`src/rtl/adf_pkg.sv`:
```
package adf_pkg;
  typedef enum logic [1:0] {
    MT_NONE  = 2'd0,
    MT_UCAST = 2'd1,
    MT_MCAST = 2'd2,
    MT_BCAST = 2'd3
  } match_t;

  localparam logic [31:0] CRC_POLY_REFL = 32'hEDB88320;

  // byte enters lsb first
  function automatic logic [31:0] crc_byte(input logic [31:0] c, input logic [7:0] d);
    logic [31:0] r;
    r = c;
    for (int i = 0; i < 8; i++) begin
      if (r[0] ^ d[i]) r = (r >> 1) ^ CRC_POLY_REFL;
      else             r = r >> 1;
    end
    return r;
  endfunction
endpackage

```
`src/rtl/adf_hash.sv`:
```
module adf_hash #(
  parameter int HASH_BITS = 6
) (
  input  logic                 clk_i,
  input  logic                 rst_ni,
  input  logic                 take_i,
  input  logic                 first_i,
  input  logic [7:0]           data_i,
  output logic [HASH_BITS-1:0] idx_nx_o
);
  import adf_pkg::*;

  logic [31:0] crc_q, crc_in, crc_nx;

  assign crc_in   = first_i ? '1 : crc_q;
  assign crc_nx   = crc_byte(crc_in, data_i);
  assign idx_nx_o = crc_nx[31 -: HASH_BITS];

  always_ff @(posedge clk_i or negedge rst_ni) begin
    if (!rst_ni)     crc_q <= '1;
    else if (take_i) crc_q <= crc_nx;
  end


  crc_hold_chk: assert property (@(posedge clk_i) disable iff (!rst_ni)
    !take_i |=> $stable(crc_q));
endmodule

```
`src/rtl/adf_match.sv`:
```
module adf_match #(
  parameter int ADDR_BYTES = 6,
  parameter int CNT_W      = 3
) (
  input  logic                    clk_i,
  input  logic                    rst_ni,
  input  logic                    take_i,
  input  logic                    first_i,
  input  logic [CNT_W-1:0]        idx_i,
  input  logic [7:0]              data_i,
  input  logic [8*ADDR_BYTES-1:0] phys_addr_i,
  output logic                    ucast_nx_o,
  output logic                    bcast_nx_o
);
  localparam logic [CNT_W-1:0] N_C = CNT_W'(ADDR_BYTES);

  logic [7:0] lane [ADDR_BYTES];
  logic [7:0] ref_byte;
  logic       ucast_q, bcast_q, ucast_in, bcast_in;

  for (genvar k = 0; k < ADDR_BYTES; k++) begin : g_lane
    assign lane[k] = phys_addr_i[8*k +: 8];
  end

  assign ref_byte   = (idx_i < N_C) ? lane[idx_i] : 8'h00;
  assign ucast_in   = first_i ? 1'b1 : ucast_q;
  assign bcast_in   = first_i ? 1'b1 : bcast_q;
  assign ucast_nx_o = ucast_in & (data_i == ref_byte);
  assign bcast_nx_o = bcast_in & (&data_i);

  always_ff @(posedge clk_i or negedge rst_ni) begin
    if (!rst_ni) begin
      ucast_q <= 1'b0;
      bcast_q <= 1'b0;
    end else if (take_i) begin
      ucast_q <= ucast_nx_o;
      bcast_q <= bcast_nx_o;
    end
  end


  bcast_clear_chk: assert property (@(posedge clk_i) disable iff (!rst_ni)
    (take_i && first_i && data_i != 8'hFF) |=> !bcast_q);
endmodule

```
`src/rtl/dst_addr_filter.sv`:
```
module dst_addr_filter #(
  parameter int ADDR_BYTES = 6,
  parameter int HASH_BITS  = 6
) (
  input  logic                      clk_i,
  input  logic                      rst_ni,
  input  logic                      byte_valid_i,
  input  logic                      sof_i,
  input  logic [7:0]                byte_data_i,
  input  logic [8*ADDR_BYTES-1:0]   phys_addr_i,
  input  logic [(1<<HASH_BITS)-1:0] hash_table_i,
  input  logic                      bcast_en_i,
  input  logic                      promisc_i,
  output logic                      dec_valid_o,
  output logic                      accept_o,
  output logic [1:0]                match_type_o,
  output logic                      is_bcast_o,
  output logic                      is_mcast_o
);
  import adf_pkg::*;

  localparam int               CNT_W = $clog2(ADDR_BYTES + 1);
  localparam logic [CNT_W-1:0] N_C   = CNT_W'(ADDR_BYTES);
  localparam logic [CNT_W-1:0] LAST  = CNT_W'(ADDR_BYTES - 1);

  logic [CNT_W-1:0]     cnt_q, cur_idx;
  logic                 first, take, last;
  logic                 grp_q, grp_nx;
  logic                 ucast_nx, bcast_nx, is_m_nx;
  logic [HASH_BITS-1:0] hidx;
  match_t               mt_nx, mt_q;
  logic                 acc_nx;
  logic                 dv_q, acc_q, b_q, m_q;

  assign first   = byte_valid_i & sof_i;
  assign take    = byte_valid_i & (sof_i | (cnt_q < N_C));
  assign cur_idx = sof_i ? '0 : cnt_q;
  assign last    = take & (cur_idx == LAST);
  assign grp_nx  = sof_i ? byte_data_i[0] : grp_q;

  always_ff @(posedge clk_i or negedge rst_ni) begin
    if (!rst_ni) begin
      cnt_q <= N_C;
      grp_q <= 1'b0;
    end else begin
      if (first)     cnt_q <= CNT_W'(1);
      else if (take) cnt_q <= cnt_q + 1'b1;
      if (first)     grp_q <= byte_data_i[0];
    end
  end

  adf_hash #(.HASH_BITS(HASH_BITS)) hash_i (
    .clk_i   (clk_i),
    .rst_ni  (rst_ni),
    .take_i  (take),
    .first_i (first),
    .data_i  (byte_data_i),
    .idx_nx_o(hidx)
  );

  adf_match #(.ADDR_BYTES(ADDR_BYTES), .CNT_W(CNT_W)) match_i (
    .clk_i      (clk_i),
    .rst_ni     (rst_ni),
    .take_i     (take),
    .first_i    (first),
    .idx_i      (cur_idx),
    .data_i     (byte_data_i),
    .phys_addr_i(phys_addr_i),
    .ucast_nx_o (ucast_nx),
    .bcast_nx_o (bcast_nx)
  );

  // broadcast wins over the hash lookup
  assign is_m_nx = grp_nx & ~bcast_nx;
  always_comb begin
    if (bcast_nx)     mt_nx = bcast_en_i ? MT_BCAST : MT_NONE;
    else if (is_m_nx) mt_nx = hash_table_i[hidx] ? MT_MCAST : MT_NONE;
    else              mt_nx = ucast_nx ? MT_UCAST : MT_NONE;
  end
  assign acc_nx = promisc_i | (mt_nx != MT_NONE);

  always_ff @(posedge clk_i or negedge rst_ni) begin
    if (!rst_ni) begin
      dv_q  <= 1'b0;
      acc_q <= 1'b0;
      mt_q  <= MT_NONE;
      b_q   <= 1'b0;
      m_q   <= 1'b0;
    end else begin
      dv_q <= last;
      if (last) begin
        acc_q <= acc_nx;
        mt_q  <= mt_nx;
        b_q   <= bcast_nx;
        m_q   <= is_m_nx;
      end
    end
  end

  assign dec_valid_o  = dv_q;
  assign accept_o     = acc_q;
  assign match_type_o = mt_q;
  assign is_bcast_o   = b_q;
  assign is_mcast_o   = m_q;


  dec_pulse_chk: assert property (@(posedge clk_i) disable iff (!rst_ni)
    dec_valid_o |=> !dec_valid_o);

  dec_cause_chk: assert property (@(posedge clk_i) disable iff (!rst_ni)
    dec_valid_o |-> $past(byte_valid_i));

  class_excl_chk: assert property (@(posedge clk_i) disable iff (!rst_ni)
    !(is_bcast_o && is_mcast_o));

  bcast_type_chk: assert property (@(posedge clk_i) disable iff (!rst_ni)
    (match_type_o == MT_BCAST) |-> is_bcast_o);

  accept_rule_chk: assert property (@(posedge clk_i) disable iff (!rst_ni)
    (dec_valid_o && !$past(promisc_i)) |-> (accept_o == (match_type_o != MT_NONE)));
endmodule

```
`config.mk`:
```
export PLATFORM = sky130hd
export DESIGN_NAME = dst_addr_filter
export DESIGN_NICKNAME = d
export VERILOG_FILES = /design/src/rtl/adf_pkg.sv /design/src/rtl/adf_hash.sv /design/src/rtl/adf_match.sv /design/src/rtl/dst_addr_filter.sv
export SDC_FILE = /design/constraint.sdc
export NUM_CORES = 1
export LEC_CHECK = 0
export ABC_CLOCK_PERIOD_IN_PS = 4100
export BUFFER_PORTS_ARGS = -buffer_cell sky130_fd_sc_hd__buf_2
export CORE_MARGIN = 4
export CORE_UTILIZATION = 51
export DETAILED_ROUTE_END_ITERATION = 8
export MAX_ROUTING_LAYER = met4
export PLACE_DENSITY = 0.93
export RECOVER_POWER = 50
export SLEW_MARGIN = 20
export SYNTH_ARGS = -nofsm -noshare
export SYNTH_HDL_FRONTEND = slang
export SYNTH_SLANG_ARGS = --single-unit
```
`constraint.sdc`:
```
create_clock -name clk_i -period 4.1 [get_ports clk_i]
set_clock_uncertainty 0.1 [all_clocks]
set_input_delay 0.205 -clock clk_i [delete_from_list [all_inputs] [get_ports clk_i]]
set_output_delay 0.205 -clock clk_i [all_outputs]
set_load 0.01 [all_outputs]
```
==> impl_metrics.yaml, run 1 <==
outcome:
  status: "finished, violations left"
  violations: "max-capacitance violations, max-slew violations"
logic_synthesis:
  yosysWarnings: 0
  yosysSeqAreaShare_pct: 30.1
  yosysUniqueCellTypes: 46
  synth-edff-count: 0
  synth-seq-cells: 44
  synth_async_sr_flop_share_pct: 100
  syn_avg_cell_area_um2: 9.49
  syn_area_um2: 3800
  synth-main-ff-cell: "dfstp_2"
  synth_cells: 400
  syn_nets: 527
clock_tree:
  cts.htree.levels: 2
  clkLatencyLatePin_ps: 300
  cts_hold_buf: 1
  clk_pin_slew_ps: 80
  cts_buffers: 5
  cts_root_buffer: "clkbuf_8"
  cts_setup_buffers: 0
  cts.path.max_buffers: 2
  clkSinkCount: 44
  cts_tree: "built"
  cts-resized-gates: 0
place:
  dp_slack_ps: 589
  numPortBuffers: 131
  dp.cells: 614
  dpl.hpwl_mm: 8.21
  gp_congestion: 0.927
floorplan:
  core_um2: 7250
  die_area_um2: 8890
  die_h_um: 94.3
  fp.dieW_um: 94.3
  io_pins: 132
  start_util_pct: 52.4
  rows: 31
finish:
  drive_above_1_share_pct: 40.3
  final_util_pct: 64.0
  finalNetCount: 650
  diodes: 0
  fin_cells: 623
  area_growth_pct: 22.2
critical_path:
  critPathCaptureType: "flip-flop"
  reg2reg_depth: 9
  r2r_start: "hash_i.crc_q[2]"
  arrival_ps: 3590
  reg2reg_slack_ps: 600
  timing.rr.end: "accept_o"
  crit_required_ps: 4190
  worstSetupPathType: "flip-flop to flip-flop"
  critPathLaunchType: "flip-flop"
  cp_max_fo: 7
sta:
  fmax_mhz: 286
  finalMaxSlewViolations: 45
  grt_setup_unrepaired: "no"
  setup_viol: 0
  worst_slew_pin_slew_ps: 2350
  final.setup.tns_ps: 0
  finalCritPeriodShare_pct: 85.3
  layout_setup_ws_ps: 601
  slew_headroom_pct: -56.4
  finalHoldViolCount: 0
  fin_crit_ps: 3500
routing:
  wl_per_cell_um: 16.6
  routed_wl_mm: 10.4
  ant_nets: 0
  drt_iter0_drc: 234
  vias_per_cell: 5.59
  vias: 3482
  route.detailed.drc: 0
  dr.pass1.iters: 5
pwr:
  power.ir.vdd_worst_mv: 1.43
  finalPower_w: 0.00496
  p_leak_nw: 2.04
  powerDensity_nw_per_um2: 1070
global_route:
  grt_overflow_total: 0
  track_usage_pct: 24.2
  grt_max_degree: 62
  antenna_found_initial: 0
  grt_pass1_wl_mm: 16.7
  grt_pass1_vias: 3627
run:
  max-cap-violations: 1
min_path:
  min_to: "accept_o"
  hold_path_class: "input port to flip-flop"
  holdPathStages: 2
  hp-start: "promisc_i"
cell usage after synthesis, types with 2 or more instances:
library cell	number	area share, %
xnor2_1	53	12
nand2_1	45	4.4
o21ai_0	41	5.4
nor2_1	38	3.8
dfstp_2	34	24
xor2_1	27	6.2
mux2i_1	20	5.3
clkbuf_1	17	1.7
mux2_2	13	3.9
mux4_2	11	6.5
dfrtp_1	10	6.6
nand3_1	10	1.3
inv_1	8	0.79
o22ai_1	8	1.3
a221oi_1	6	1.4
buf_1	4	0.40
buf_4	4	0.79
nand2b_1	4	0.66
nand4_1	4	0.66
nor3_1	4	0.53
o22a_1	4	0.92
a21oi_1	3	0.40
mux4_1	3	2.1
buf_2	2	0.26
nor2_2	2	0.33
nor2b_1	2	0.33
xnor2_2	2	0.86
xnor2_4	2	1.4
xnor3_1	2	1.2
per-stage QoR:
step / hold WS (ps) / area (µm²)
after global routing: 61.5 / 4640
after floorplan: -191 / 3800
after global placement: 300 / 4540
after CTS: 53.0 / 4650
after detailed placement: 314 / 4540
final: 49.0 / 4640
cells in the final DEF, fill, tap and decap left out, drive strengths merged, types with 2 or more instances in the layout:
master  instances
dfrtp          10
o21ai          41
xor2           28
nor2           40
dfstp          34
nor2b           2
o22a            4
nand3          10
clkbuf         15
nor3            4
inv             8
mux4           14
o22ai           8
a21oi           3
buf           135
nand2          45
xnor3           3
mux2i          20
xnor2          57
mux2           13
nand2b          4
a221oi          6
nand4           4
kinds of logic after synthesis:
logic type      after synthesis  share of synthesized area (%)
buf+inv                      35                           3.92
xor+xnor                     89                           23.7
compound gates               69                           11.1
simple gates                115                           13.1
mux                          47                           17.7
fa+ha+maj                     1                          0.329
flops                        44                           30.1
power by group:
group | internal (W) | leakage (nW) | switching, W
logic | 0.00196 | 1.51 | 0.00175
clock network | 0.000154 | 0.0515 | 0.000150
registers | 0.000770 | 0.484 | 0.000167
total | 0.00289 | 2.04 | 0.00207
sequential cells by signal (all words and copies together), names as in the netlist:
register         count
accept_o             1
match_type_o         2
is_bcast_o           1
hash_i.crc_q        32
match_i.ucast_q      1
dec_valid_o          1
match_i.bcast_q      1
cnt_q                3
is_mcast_o           1
grp_q                1
worst max path at each step:
stage,start,endpoint,slack [ps],cells after the start
3_3_place_gp,sof_i,accept_o,660,10
4_1_cts,hash_i.crc_q[2],accept_o,640,9
6_report,hash_i.crc_q[2],accept_o,600,9
2_1_floorplan,hash_i.crc_q[3],accept_o,890,11
3_5_place_dp,sof_i,accept_o,590,10
5_1_grt,hash_i.crc_q[2],accept_o,480,9
critical path, stage by stage (launching register included):
cell and delay, ps:
dfstp_2 540, a21oi_1 60, xnor2_2 370, xor3_2 400
xnor3_2 380, mux4_1 570, mux2_2 280, o41ai_2 280
nor3_1 120, o32a_1 290
routing by layer:
layer	share of wire (%)	vias to the layer above	track usage, %
li1	-	1629	-
met1	39	1634	29.9
met2	51	186	40.6
met3	6.4	33	3.04
met4	3.1	0	9.39
met5	0	-	-
final cells by class:
type                    instances  area, µm²
well taps                      99        124
inverters                       8       30.0
multi-input cells             321       2500
clock buffers                   8        100
fillers                       571       2610
flip-flops and latches         44       1140
repair buffers                143        739
Power figures use the tool's default switching activity.
==> inputs of run 2 (changes only) <==
BUFFER_PORTS_ARGS = -buffer_cell sky130_fd_sc_hd__buf_4   (was -buffer_cell sky130_fd_sc_hd__buf_2)
GPL_TIMING_DRIVEN = 0   (was unset)
==> impl_metrics.yaml, run 2 (synthesis results as in run 1) <==
outcome:
  status: "finished, violations left"
  violations: "max-capacitance violations, max-slew violations"
run:
  max-cap-violations: 1
routing:
  drt_iter0_drc: 291
  dr.pass1.iters: 5
  vias_per_cell: 5.75
  vias: 3648
  route.detailed.drc: 0
  wl_per_cell_um: 17.5
  routed_wl_mm: 11.1
  ant_nets: 0
pwr:
  swShare_pct: 43.1
  power_frac_comb_pct: 76.5
  p_leak_nw: 2.14
  power.ir.vdd_worst_mv: 1.05
  powerDensity_nw_per_um2: 1010
  pwr-share-clk_pct: 5.5
  power_switching_w: 0.00217
  p_seq_share_pct: 18.0
  intPower_w: 0.00286
global_route:
  antenna_found_initial: 0
  grt_overflow_total: 0
  grt_pass1_vias: 3883
  grt_pass1_wl_mm: 17.5
  track_usage_pct: 25.9
  grt_max_degree: 45
finish:
  top_register: "hash_i.crc_q"
  final_util_pct: 68.4
  area_growth_pct: 30.7
  layout_commonest_cell: "buf_4"
  largest_register_ff_count: 32
  drive_above_1_share_pct: 38.3
  diodes: 0
  finalNetCount: 661
  layout_common_cells: "buf_4 (126), xnor2_1 (51), nand2_1 (45)"
critical_path:
  cp_max_fo: 10
  critPathLaunchType: "flip-flop"
  path_delay_family: "XOR/XNOR gates"
  path_common_cell: "nand3_1"
  worstSetupPathType: "flip-flop to flip-flop"
  critPathCaptureType: "flip-flop"
  crit_required_ps: 4190
  path_buf_inv: 1
  worst_path_max_delay_cell: "dfstp_2"
  cp_cell_sequence: "a21oi_1, xnor2_2, xnor3_1, xor2_1, clkbuf_1, mux4_2, mux2i_1, nand3_1, nand3_1, nor3_1, o32a_1"
  critPathMaxStageDelay_ps: 570
  arrival_ps: 3860
clock_tree:
  cts.path.max_buffers: 2
  clkSinkCount: 44
  cts_buffers: 5
  cts_setup_buffers: 0
  clkLatencyLatePin_ps: 300
  cts.htree.levels: 2
  cts_root_buffer: "clkbuf_8"
  clk_pin_slew_ps: 80
  cts_tree: "built"
floorplan:
  rows: 31
  die_h_um: 94.3
  die_area_um2: 8890
  fp.dieW_um: 94.3
  start_util_pct: 52.4
  io_pins: 132
  core_um2: 7250
sta:
  final.setup.tns_ps: 0
  worst_slew_pin_slew_ps: 2330
  fin_crit_ps: 3770
  slew_headroom_pct: -55.6
  finalHoldViolCount: 0
  finalCritPeriodShare_pct: 92.0
  finalMaxSlewViolations: 45
  grt_setup_unrepaired: "no"
  setup_viol: 0
  fmax_mhz: 265
place:
  gp_congestion: 0.923
  numPortBuffers: 126
  dpl.hpwl_mm: 8.66
min_path:
  hold_path_class: "input port to flip-flop"
run 2: changes by cell type in the layout (fill, tap and decap cells not counted), sizes merged:
| cell | delta |
|---|---|
| clkinv | +1 |
| clkbuf | +13 |
| buf | -3 |
run 2: cell type report:
| cell class | instances | area, µm² |
|---|---|---|
| Fill cell | 546 | 2290 |
| Clock inverter | 1 | 8.76 |
| Inverter | 8 | 30.0 |
| Buffer | 27 | 119 |
| Sequential cell | 44 | 1140 |
| Timing Repair Buffer | 127 | 941 |
| Tap cell | 99 | 124 |
| Multi-Input combinational cell | 321 | 2520 |
| Clock buffer | 7 | 76.3 |
run 2: repair_timing:
| item | CTS | global route |
|---|---|---|
| resized for setup | 0 | 1 |
| endpoints found under the setup margin | 0 | 1 |
| hold buffers | 1 | 0 |
| hold endpoints to repair | 10 | 0 |
run 2: routing by layer:
metal / global-route usage (%) / vias up / wire length, µm
met3: 5.05 / 50 / 803
met2: 42.8 / 202 / 5770
met4: 13.4 / 0 / 435
met5: - / - / 0
met1: 29.8 / 1740 / 4110
li1: - / 1656 / -
run 2: final timing paths:
path / from / endpoint / slack (ps) / depth (start not counted)
setup / recovery: hash_i.crc_q[3] / accept_o / 330 / 11
hold / removal: promisc_i / accept_o / 60 / 2
setup reg to reg: hash_i.crc_q[3] / accept_o / 330 / 11
hold reg to reg: hash_i.crc_q[18] / hash_i.crc_q[18] / 380 / 2
min in group asynchronous: rst_ni / cnt_q[0] / 1060 / 2
max in group asynchronous: rst_ni / match_i.ucast_q / 1530 / 2
run 2: metrics by stage:
stage | cells | setup slack [ps] | instance area [µm²] | hold slack [ps] | power (W)
after floorplan | 400 | 893 | 3800 | -191 | 0.00397
after global placement | 625 | 244 | 4870 | 125 | 0.00457
after detailed placement | 625 | 139 | 4870 | 133 | 0.00473
after CTS | 634 | 108 | 4970 | 57.3 | 0.00504
after global routing | 634 | 163 | 4960 | 78.3 | 0.00537
final | 634 | 326 | 4960 | 61.4 | 0.00503
run 2: power by group through the flow:
stage | Combinational [W] | Sequential, W | Clock, W
after floorplan | 0.00310 | 0.000876 | 0
after global placement | 0.00367 | 0.000895 | 0
after detailed placement | 0.00382 | 0.000909 | 0
after CTS | 0.00386 | 0.000903 | 0.000278
after global routing | 0.00414 | 0.000930 | 0.000293
final | 0.00385 | 0.000904 | 0.000277
